[config.mk]
export PLATFORM = sky130hd
export DESIGN_NAME = cfg_watchdog
export DESIGN_NICKNAME = d
export VERILOG_FILES = /design/src/rtl/cfgwd_pkg.sv /design/src/rtl/cfgwd_sync.sv /design/src/rtl/cfgwd_hb_filter.sv /design/src/rtl/cfgwd_timer.sv /design/src/rtl/cfgwd_reload.sv /design/src/rtl/cfg_watchdog.sv
export SDC_FILE = /design/constraint.sdc
export NUM_CORES = 1
export LEC_CHECK = 0
export ABC_AREA = 1
export BUFFER_PORTS_ARGS = -buffer_cell sky130_fd_sc_hd__buf_2
export CORE_ASPECT_RATIO = 0.5
export CORE_MARGIN = 3
export CORE_UTILIZATION = 60
export CTS_BUF_LIST = sky130_fd_sc_hd__clkbuf_4 sky130_fd_sc_hd__clkbuf_8
export DETAILED_ROUTE_END_ITERATION = 12
export PLACE_DENSITY = 0.79
export SYNTH_ARGS = -nofsm -noshare
export SYNTH_HDL_FRONTEND = slang
export SYNTH_SLANG_ARGS = --single-unit
[constraint.sdc]
create_clock -name clk -period 1.64 [get_ports clk]
set_input_delay 0.082 -clock clk [delete_from_list [all_inputs] [get_ports clk]]
set_output_delay 0.082 -clock clk [all_outputs]
set_load 0.01 [all_outputs]
[src/rtl/cfgwd_pkg.sv]
package cfgwd_pkg;
  // Origin of a reload request in a given cycle
  typedef enum logic [1:0] {
    SRC_NONE    = 2'd0,
    SRC_EXT     = 2'd1,
    SRC_TIMEOUT = 2'd2
  } reload_src_e;
endpackage

[src/rtl/cfgwd_sync.sv]
module cfgwd_sync #(
  parameter int W = 1,
  parameter int STAGES = 2,
  parameter logic [W-1:0] RST_VAL = '0
) (
  input  logic         clk,
  input  logic         rst_n,
  input  logic [W-1:0] d,
  output logic [W-1:0] q
);
  logic [W-1:0] chain [STAGES];

  always_ff @(posedge clk or negedge rst_n) begin
    if (!rst_n) begin
      for (int i = 0; i < STAGES; i++) chain[i] <= RST_VAL;
    end else begin
      chain[0] <= d;
      for (int i = 1; i < STAGES; i++) chain[i] <= chain[i-1];
    end
  end

  assign q = chain[STAGES-1];
endmodule

[src/rtl/cfgwd_hb_filter.sv]
module cfgwd_hb_filter (
  input  logic clk,
  input  logic rst_n,
  input  logic hb_s,
  output logic kick
);
  logic prev_q;
  logic held_q;
  logic kick_q;

  // A level seen on two consecutive samples that differs from the
  // last accepted level counts as one heartbeat.
  always_ff @(posedge clk or negedge rst_n) begin
    if (!rst_n) begin
      prev_q <= 1'b0;
      held_q <= 1'b0;
      kick_q <= 1'b0;
    end else begin
      prev_q <= hb_s;
      kick_q <= 1'b0;
      if ((hb_s == prev_q) && (hb_s != held_q)) begin
        held_q <= hb_s;
        kick_q <= 1'b1;
      end
    end
  end

  assign kick = kick_q;
endmodule

[src/rtl/cfgwd_timer.sv]
module cfgwd_timer #(
  parameter int PERIOD = 16,
  localparam int CW = (PERIOD > 2) ? $clog2(PERIOD) : 1
) (
  input  logic          clk,
  input  logic          rst_n,
  input  logic          enable,
  input  logic          um_s,
  input  logic          kick,
  input  logic          ext_fire,
  output logic          timeout,
  output logic          err,
  output logic          armed,
  output logic [CW-1:0] count
);
  localparam logic [CW-1:0] LAST = CW'(PERIOD - 1);

  logic          err_q;
  logic          armed_q;
  logic [CW-1:0] count_q;

  assign timeout = armed_q && enable && um_s && !err_q && !kick && (count_q == LAST);

  always_ff @(posedge clk or negedge rst_n) begin
    if (!rst_n) begin
      err_q   <= 1'b0;
      armed_q <= 1'b0;
      count_q <= '0;
    end else if (timeout) begin
      err_q   <= 1'b1;
      armed_q <= 1'b0;
      count_q <= '0;
    end else if (ext_fire) begin
      err_q   <= 1'b0;
      armed_q <= 1'b0;
      count_q <= '0;
    end else if (!enable || !um_s) begin
      armed_q <= 1'b0;
      count_q <= '0;
    end else if (!armed_q) begin
      armed_q <= 1'b1;
      count_q <= '0;
    end else if (err_q || kick) begin
      count_q <= '0;
    end else begin
      count_q <= count_q + CW'(1);
    end
  end

  assign err   = err_q;
  assign armed = armed_q;
  assign count = count_q;
endmodule

[src/rtl/cfgwd_reload.sv]
module cfgwd_reload
  import cfgwd_pkg::*;
#(
  parameter int PAGE_W = 3,
  parameter logic [PAGE_W-1:0] FACTORY_PAGE = '0
) (
  input  logic              clk,
  input  logic              rst_n,
  input  logic              rn_s,
  input  logic [PAGE_W-1:0] page_s,
  input  logic              timeout,
  output logic              ext_fire,
  output logic              strobe,
  output logic [PAGE_W-1:0] page
);
  logic              rn_prev_q;
  logic              strobe_q;
  logic [PAGE_W-1:0] page_q;
  reload_src_e       src;

  assign ext_fire = rn_prev_q && !rn_s;

  always_comb begin
    if (timeout)       src = SRC_TIMEOUT;
    else if (ext_fire) src = SRC_EXT;
    else               src = SRC_NONE;
  end

  always_ff @(posedge clk or negedge rst_n) begin
    if (!rst_n) begin
      rn_prev_q <= 1'b1;
      strobe_q  <= 1'b0;
      page_q    <= '0;
    end else begin
      rn_prev_q <= rn_s;
      strobe_q  <= (src != SRC_NONE);
      case (src)
        SRC_TIMEOUT: page_q <= FACTORY_PAGE;
        SRC_EXT:     page_q <= page_s;
        default:     page_q <= page_q;
      endcase
    end
  end

  assign strobe = strobe_q;
  assign page   = page_q;
endmodule

[src/rtl/cfg_watchdog.sv]
module cfg_watchdog #(
  parameter int TIMEOUT_CYCLES = 16777216,
  parameter int PAGE_W = 3,
  parameter int SYNC_STAGES = 2,
  parameter logic [PAGE_W-1:0] FACTORY_PAGE = '0
) (
  input  logic              clk,
  input  logic              rst_n,
  input  logic              wd_enable,
  input  logic              user_mode,
  input  logic              heartbeat,
  input  logic              reload_n,
  input  logic [PAGE_W-1:0] reload_page_sel,
  output logic              wd_error,
  output logic              reload_strobe,
  output logic [PAGE_W-1:0] load_page
);
  localparam int CNT_W = (TIMEOUT_CYCLES > 2) ? $clog2(TIMEOUT_CYCLES) : 1;
  localparam int REQ_W = PAGE_W + 1;

  logic [1:0]       stat_s;
  logic [REQ_W-1:0] req_s;
  logic             kick;
  logic             timeout;
  logic             ext_fire;
  logic             err_q;
  logic             armed_q;
  logic [CNT_W-1:0] count_q;

  cfgwd_sync #(.W(2), .STAGES(SYNC_STAGES), .RST_VAL(2'b00)) u_sync_stat (
    .clk(clk), .rst_n(rst_n),
    .d({user_mode, heartbeat}),
    .q(stat_s)
  );

  cfgwd_sync #(.W(REQ_W), .STAGES(SYNC_STAGES), .RST_VAL({1'b1, {PAGE_W{1'b0}}})) u_sync_req (
    .clk(clk), .rst_n(rst_n),
    .d({reload_n, reload_page_sel}),
    .q(req_s)
  );

  cfgwd_hb_filter u_hb (
    .clk(clk), .rst_n(rst_n),
    .hb_s(stat_s[0]),
    .kick(kick)
  );

  cfgwd_timer #(.PERIOD(TIMEOUT_CYCLES)) u_timer (
    .clk(clk), .rst_n(rst_n),
    .enable(wd_enable),
    .um_s(stat_s[1]),
    .kick(kick),
    .ext_fire(ext_fire),
    .timeout(timeout),
    .err(err_q),
    .armed(armed_q),
    .count(count_q)
  );

  cfgwd_reload #(.PAGE_W(PAGE_W), .FACTORY_PAGE(FACTORY_PAGE)) u_reload (
    .clk(clk), .rst_n(rst_n),
    .rn_s(req_s[REQ_W-1]),
    .page_s(req_s[PAGE_W-1:0]),
    .timeout(timeout),
    .ext_fire(ext_fire),
    .strobe(reload_strobe),
    .page(load_page)
  );

  assign wd_error = err_q && wd_enable;
endmodule

* Yosys cells after proc, flatten, opt, wreduce, memory -nomap -nowiden *
Index checks and enable logic that the tools add are counted.

word-level totals
  register bits after elaboration = 46
  bits of input ports = 9

cells by class
  add/subtract/negate cells = 1
  equality and inequality tests = 5
  multiplexer cells = 14
  reductions and logical operators = 18

operators with widths
  operator                                                               number
  24-bit two-way mux                                                     5
  24-bit by 1-bit adder with 24-bit output, second input constant        1
  24-bit equality test, second input constant                            1
  1-bit logical AND                                                      8
  1-bit two-way mux                                                      7
  3-bit one-hot mux with 2 select lines                                  1
  2-bit nonzero test                                                     3
  1-bit logical NOT                                                      5
  2-bit by 1-bit equality test with 1-bit output, second input constant  1
  2-bit equality test, second input constant                             1
  1-bit logical OR                                                       2
  2-bit two-way mux                                                      1
  1-bit equality test                                                    1
  1-bit inequality test                                                  1

* Logic depth before layout (Yosys ltp) *
Gate-level depths: netlist of the first run.

  depth after elaboration = 8
  depth in mapped cells = 9

* Cells and area by module *
Synthesis of the first run repeated with hierarchy kept, for this count alone.

unflattened totals
  cell total of the unflattened synthesis = 246
  area, all modules = 2134.5 µm²

modules (own cells, without submodules)
  module                    instances  cells each  area an instance (µm²)  sequential area each (µm²)
  cfgwd_timer               1          197         1482.7                  650.6
  cfgwd_sync (u_sync_req)   1          12          232.7                   202.7
  cfgwd_reload              1          19          192.7                   126.4
  cfgwd_sync (u_sync_stat)  1          6           115.1                   100.1
  cfgwd_hb_filter           1          10          103.8                   75.1
  cfg_watchdog              1          2           7.5                     0.0

* Worst setup path after synthesis of the first run *
Ideal clock, no wire load.

  path kind = reg-to-reg
  start point = register u_timer.count_q[0] (netlist: u_timer.count[0])
  end point = register u_timer.count_q[15] (netlist: u_timer.count[15])
  arrival time = 1.311 ns
  data required time = 1.521 ns
  path slack = 0.210 ns
  cell stages (with the launch flop) = 10
  period minus slack after synthesis = 1.430 ns
  cell sequence = dfrtp_1 > ha_1 > nand2_2 > nor2_4 > nand2_2 > nor2_4 > nand2_2 > nand3_2 > buf_6 > nor2_1

on the way
  cells in the longest elaborated chain, start to end = 6
  elaborated cells between the ends (all ways) = 8

ends and longest elaborated chain
  what                                      line               source
  start: declaration                        cfgwd_timer.sv:20  logic [CW-1:0] count_q;
  start signal: assignment                  cfgwd_timer.sv:46  count_q <= count_q + CW'(1);
  24-bit by 1-bit adder with 24-bit output  cfgwd_timer.sv:46
  24-bit two-way mux                        cfgwd_timer.sv:43  end else if (err_q || kick) begin
  24-bit two-way mux                        cfgwd_timer.sv:40  end else if (!armed_q) begin
  24-bit two-way mux                        cfgwd_timer.sv:37  end else if (!enable || !um_s) begin
  24-bit two-way mux                        cfgwd_timer.sv:33  end else if (ext_fire) begin
  24-bit two-way mux (*)                    cfgwd_timer.sv:29  end else if (timeout) begin

Every way passes the cells marked *; elsewhere a longest branch is shown, timed or not.
A chain may end at the register's enable or synchronous reset.

* Worst setup path in the final report of the first run *
  start point = register u_timer.count_q[1] (netlist: u_timer.count[1])
  end point = register u_timer.count_q[13] (netlist: u_timer.count[13])

Same word-level chain as after synthesis.

==> results of run 1 <==
## synth_stat cells, drive strengths merged
library cell  number
o21ai              2
xnor2              6
dfstp              3
buf                2
xor2               8
inv               20
nand3             17
o21bai             3
nand4              6
nor3               2
nand2             64
ha                 1
nand3b             1
nor2              54
dfrtp             43
## area by class of cell
class	instances	area (µm²)	area share, %
multi-input cells	164	801	33.5
clock buffers	5	68.8	2.88
clock inverters	3	43.8	1.83
repair buffers	25	198	8.27
inverters	20	75.1	3.14
well taps	40	50.0	2.09
flip-flops and latches	46	1150	48.3
## cell families (layout without fill, tap and decap cells)
kind of cell / after synthesis / count (layout) / share of synthesized area (%)
fa+ha+maj: 1 / 1 / 0.610
buf+inv: 22 / 53 / 4.76
flops: 46 / 46 / 56.3
xor+xnor: 14 / 14 / 5.98
compound gates: 5 / 5 / 1.59
simple gates: 144 / 144 / 30.8
## critical path: stages (launching register included)
cell and delay [ns]:
dfrtp_1 0.38, ha_2 0.21, nand2_2 0.09, nor2_4 0.12, nand2_2 0.10, nor2_4 0.14
nand2_2 0.08, nand3_2 0.09, buf_12 0.16, nor2_1 0.06
## routing by layer
metal	global-route usage, %	up-vias	part of all wire, %
met3	6.83	4	5.2
met1	28.7	727	49
met2	34.1	37	45
met4	3.31	0	0.40
li1	-	779	-
met5	0	-	0
## per-stage QoR
| stage | power [mW] | instance area, µm² | hold slack [ns] |
|---|---|---|---|
| final | 2.13 | 2390 | 0.190 |
| after CTS | 2.15 | 2370 | 0.185 |
| after global placement | 1.30 | 2190 | 0.0743 |
| after floorplan | 1.24 | 2050 | -0.214 |
| after detailed placement | 1.30 | 2190 | 0.0924 |
| after global routing | 2.23 | 2390 | 0.211 |
## how the worst max path moves through the flow
stage,startpoint,to,slack (ns),cells past startpoint
3_3_place_gp,u_timer.count[0],u_timer.count[13],0.15,9
5_1_grt,u_timer.count[1],u_timer.count[11],-0.02,9
3_5_place_dp,u_timer.count[0],u_timer.count[16],0.08,9
2_1_floorplan,u_timer.count[0],u_timer.count[15],0.21,9
4_1_cts,u_timer.count[1],u_timer.count[19],0.06,9
6_report,u_timer.count[1],u_timer.count[13],0.1,9
## where the power goes
group          total [mW]  switching [mW]  internal [mW]
Sequential           1.19          0.0156           1.17
Clock               0.840           0.384          0.457
Combinational       0.103          0.0586         0.0449
## flip-flops by register name, indices dropped and copies added, names as in the netlist
name	flops
u_timer.armed	1
u_hb.kick	1
u_reload.strobe	1
u_hb.held_q	1
u_hb.prev_q	1
u_sync_req.chain	4
u_sync_req.q	4
u_timer.count	24
u_sync_stat.chain	2
u_timer.err	1
u_reload.page	3
u_reload.rn_prev_q	1
u_sync_stat.q	2
## timing repair
item / CTS / global route
setup buffers: 0 / 2
setup endpoints to repair: 0 / 26
resized for setup: 0 / 1
endpoints found under the hold margin: 27 / 0
hold buffers: 7 / 0
==> results.py, run 1 <==
metrics = {
    "finish": {
        "fill_cells": 199,
        "area_delta_synth_final_pct": 16.6,
        "nets": 272,
        "diodes": 0,
        "final_common_cell": "nand2_1",
        "final_util_pct": 76.3,
        "drive_gt1_share_pct": 16.0,
        "fin_cells": 303,
        "final_cell_mix": "nand2_1 (61), nor2_1 (50), dfrtp_1 (43), inv_1 (19), nand3_1 (15)",
    },
    "global_route": {
        "grt_pass1_vias": 1462,
        "grt_max_degree": 26,
        "overflow": 0,
        "grt_pass1_wl_um": 6520,
        "antenna_found_initial": 0,
        "grt.total_usage_pct": 21.0,
    },
    "worst_hold_path": {
        "hold_depth": 5,
        "hp-class": "in -> reg",
        "holdCritStartpoint": "wd_enable",
        "hold_end": "u_timer.armed",
    },
    "place": {
        "port_buffers": 13,
        "gp_congestion": 0.896,
        "dpl.hpwl_um": 2620,
        "place_inst": 286,
        "place_worst_setup_slack_ns": 0.0808,
    },
    "floorplanning": {
        "die_w_um": 88.7,
        "rows": 14,
        "ios": 14,
        "initial_core_util_pct": 65.4,
        "die_h_um": 47.3,
        "die_area_um2": 4200,
        "core_um2": 3140,
    },
    "logic_synthesis": {
        "synth_top_cells_by_area": "dfrtp_1 (52%), nand2_1 (11%), nor2_1 (9.2%), dfstp_2 (3.8%), nand3_1 (3.7%)",
        "syn_avg_cell_area_um2": 8.84,
        "synth_top_area_share_pct": 52.5,
        "synth_area_um2": 2050,
        "yosysUniqueCellTypes": 20,
        "yosys.area.top_type": "dfrtp_1",
        "syn-num-nets": 242,
        "ys_seq_elements": 46,
        "ys_warn_count": 0,
        "netlist_instances": 232,
        "ys_seq_area_share_pct": 56.3,
    },
    "detailed_routing": {
        "drc": 0,
        "routed_wl_um": 3720,
        "drt-initial-drc-count": 96,
        "wl_per_cell_um": 12.3,
        "vias_per_cell": 5.11,
        "drtPass1Iterations": 4,
        "postRouteAntennaNets": 0,
        "vias": 1547,
    },
    "setup_path": {
        "required_ns": 1.83,
        "path_class": "reg -> reg",
        "worst_r2r_path_depth": 9,
        "cp.arrival_ns": 1.73,
        "r2r_end": "u_timer.count[13]",
        "r2r-start": "u_timer.count[1]",
        "end_kind": "flip-flop",
        "crit_path_max_fanout": 22,
        "rrSetupSlack_ns": 0.1,
        "start_kind": "flip-flop",
    },
    "timing": {
        "min_period_ns": 1.54,
        "post-route-period-util_pct": 94.1,
        "fin_worst_skew_ns": 0.00969,
        "slew_viol_final": 0,
        "worst_pin_slew_ns": 0.526,
        "finalHoldViolCount": 0,
        "setup_slack_ns": 0.0965,
        "slew_headroom_pct": 65.0,
        "timing.fmax_mhz": 648,
        "setup_tns_ns": 0,
        "setup_viol": 0,
    },
    "power_and_ir_drop": {
        "cellPowerDensity_nw_per_um2": 892,
        "max-vdd-ir-drop_mv": 0.732,
        "cellLeakagePower_nw": 0.996,
    },
    "clocking": {
        "cts-root-buf": "clkbuf_8",
        "clk_latency_ns": 0.30,
        "cts.sinks": 46,
        "tritoncts": "done",
        "cts-buffers-inserted": 5,
        "clkSlewWorstSetupHoldPaths_ns": 0.09,
        "cts_max_path_buffers": 2,
        "htreeDepth": 2,
    },
    "outcome": {
        "status": "complete, no violations",
    },
    "run": {
        "maxCapViolations": 0,
    },
}
No activity file was read; power rests on OpenSTA's default activity.
==> inputs of run 2 (changes only) <==
--- a/config.mk
+++ b/config.mk
@@ -9,10 +9,11 @@
 export BUFFER_PORTS_ARGS = -buffer_cell sky130_fd_sc_hd__buf_2
 export CORE_ASPECT_RATIO = 0.5
 export CORE_MARGIN = 3
-export CORE_UTILIZATION = 60
+export CORE_UTILIZATION = 55
 export CTS_BUF_LIST = sky130_fd_sc_hd__clkbuf_4 sky130_fd_sc_hd__clkbuf_8
 export DETAILED_ROUTE_END_ITERATION = 12
-export PLACE_DENSITY = 0.79
+export PLACE_DENSITY = 0.74
+export SETUP_SLACK_MARGIN = 0.3
 export SYNTH_ARGS = -nofsm -noshare
 export SYNTH_HDL_FRONTEND = slang
 export SYNTH_SLANG_ARGS = --single-unit
==> results.py, run 2 (synthesis results as in run 1) <==
metrics = {
    "finish": {
        "largest_reg_flops": 24,
        "diodes": 0,
        "area_delta_synth_final_pct": 27.5,
        "drive_gt1_share_pct": 24.5,
        "final_cell_mix": "nand2_1 (61), dfrtp_1 (43), nor2_1 (37), inv_1 (19), nand3_1 (15)",
        "nets": 283,
        "final_common_cell": "nand2_1",
        "stdcell_area_um2": 2610,
    },
    "power_and_ir_drop": {
        "power_frac_seq_pct": 55.4,
        "combPwrFrac_pct": 5.3,
        "power.total_mw": 2.15,
        "intPower_mw": 1.69,
        "p_sw_mw": 0.460,
        "max-vdd-ir-drop_mv": 0.632,
        "cellLeakagePower_nw": 1.08,
        "clkPwrFrac_pct": 39.3,
        "cellPowerDensity_nw_per_um2": 823,
        "switching_share_pct": 21.4,
    },
    "clocking": {
        "cts_max_path_buffers": 2,
        "clkSlewWorstSetupHoldPaths_ns": 0.08,
        "clk_latency_ns": 0.30,
        "tritoncts": "done",
        "cts-root-buf": "clkbuf_8",
        "cts.sinks": 46,
        "cts-buffers-inserted": 5,
        "htreeDepth": 2,
    },
    "worst_hold_path": {
        "hold_end": "u_timer.armed",
        "hp-class": "in -> reg",
        "holdCritStartpoint": "wd_enable",
        "hold_depth": 5,
    },
    "detailed_routing": {
        "drtPass1Iterations": 4,
        "drc": 0,
        "vias_per_cell": 5.19,
        "wl_per_cell_um": 13.4,
        "postRouteAntennaNets": 0,
        "routed_wl_um": 4310,
        "vias": 1671,
        "drt-initial-drc-count": 158,
    },
    "global_route": {
        "antenna_found_initial": 0,
        "overflow": 0,
        "grt.total_usage_pct": 21.7,
        "grt_pass1_wl_um": 7590,
        "grt_pass1_vias": 1578,
        "grt_max_degree": 24,
    },
    "setup_path": {
        "r2r_end": "u_reload.page[0]",
        "crit_chain": "ha_4 -> nand2_4 -> nor2_4 -> nand2_4 -> nor2_4 -> buf_4 -> nand3_4 -> nand3_1 -> nand2_1",
        "path_buf_inv": 1,
        "cp.arrival_ns": 1.69,
        "crit_family": "simple AND/OR/NAND/NOR gates",
        "crit_path_max_fanout": 4,
        "cpMaxStageDelayCell": "dfrtp_1",
        "start_kind": "flip-flop",
        "rrSetupSlack_ns": 0.13,
        "worst_r2r_path_depth": 9,
        "path_class": "reg -> reg",
        "cpPeakStageDelay_ns": 0.43,
        "critical_path_depth": 9,
        "required_ns": 1.83,
        "r2r-start": "u_timer.count[1]",
        "end_kind": "flip-flop",
    },
    "timing": {
        "post-route-period-util_pct": 91.8,
        "timing.fmax_mhz": 664,
        "min_period_ns": 1.51,
        "worst_pin_slew_ns": 0.537,
        "slew_viol_final": 0,
        "fin_worst_skew_ns": 0.00439,
        "holdWs_ns": 0.216,
        "finalHoldViolCount": 0,
        "slew_headroom_pct": 64.1,
        "setup_viol": 0,
        "setup_tns_ns": 0,
        "setup_slack_ns": 0.134,
        "rsz0062_at_grt": "true",
    },
    "floorplanning": {
        "core_um2": 3280,
        "initial_core_util_pct": 62.6,
        "ios": 14,
        "die_w_um": 92.4,
        "die_h_um": 49.2,
        "rows": 14,
        "die_area_um2": 4540,
    },
    "place": {
        "place_worst_setup_slack_ns": 0.0495,
        "port_buffers": 13,
        "place_area_um2": 2190,
        "dpl.hpwl_um": 2670,
        "gp_congestion": 0.865,
    },
    "run": {
        "maxCapViolations": 0,
    },
    "outcome": {
        "status": "complete, no violations",
    },
}
run 2: area by class of cell:
class | instances | area (µm²)
Clock buffer | 6 | 76.3
Clock inverter | 2 | 37.5
Fill cell | 211 | 662
Inverter | 20 | 75.1
Multi-Input combinational cell | 168 | 968
Sequential cell | 46 | 1150
Tap cell | 48 | 60.1
Timing Repair Buffer | 32 | 241
run 2: power by group through the flow:
stage          sequential [mW]  combinational, mW  clock [mW]
6_report                  1.19              0.113       0.846
5_1_grt                   1.20              0.129       0.937
4_1_cts                   1.19              0.112       0.861
3_3_place_gp              1.21             0.0851           0
3_5_place_dp              1.21             0.0886           0
2_1_floorplan             1.21             0.0309           0
run 2: metrics by stage:
step                instances  util (%)
finish                    322      79.8
global placement          294      66.7
floorplan                 232         -
CTS                       319      77.0
detailed placement        294      66.7
global route              322      79.8
run 2: how the worst max path moves through the flow:
| stage | startpoint | to | slack (ns) |
|---|---|---|---|
| final | u_timer.count[1] | u_reload.page[0] | 0.13 |
| after CTS | u_timer.count[0] | u_timer.count[22] | 0.17 |
| after global routing | u_timer.count[1] | u_timer.count[18] | 0.02 |
| after detailed placement | u_timer.count[1] | u_timer.count[15] | 0.05 |
| after global placement | u_timer.count[1] | u_timer.count[20] | 0.15 |
| after floorplan | u_timer.count[1] | u_timer.count[15] | 0.24 |
run 2: per-layer routing:
| layer | track usage (%) | part of all wire, % | vias to the layer above |
|---|---|---|---|
| met2 | 31.8 | 44 | 50 |
| met4 | 6.65 | 0.81 | 0 |
| met5 | 0 | 0 | - |
| li1 | - | - | 809 |
| met1 | 31.5 | 48 | 807 |
| met3 | 6.01 | 7.4 | 5 |
run 2: what timing repair did:
item                                   in CTS  in global routing
buffers inserted                            7                  2
pin swaps                                  12                 10
setup endpoints to repair                  30                 30
resized for setup                           9                 20
hold buffers                                7                  0
endpoints found under the hold margin      27                  0
cloned                                      3                  1
run 2: tightest hold or removal path: cells and delay by family:
| kind | cells | cell delay (ns) |
|---|---|---|
| simple gates | 3 | 0.24 |
| buf+inv | 2 | 0.15 |
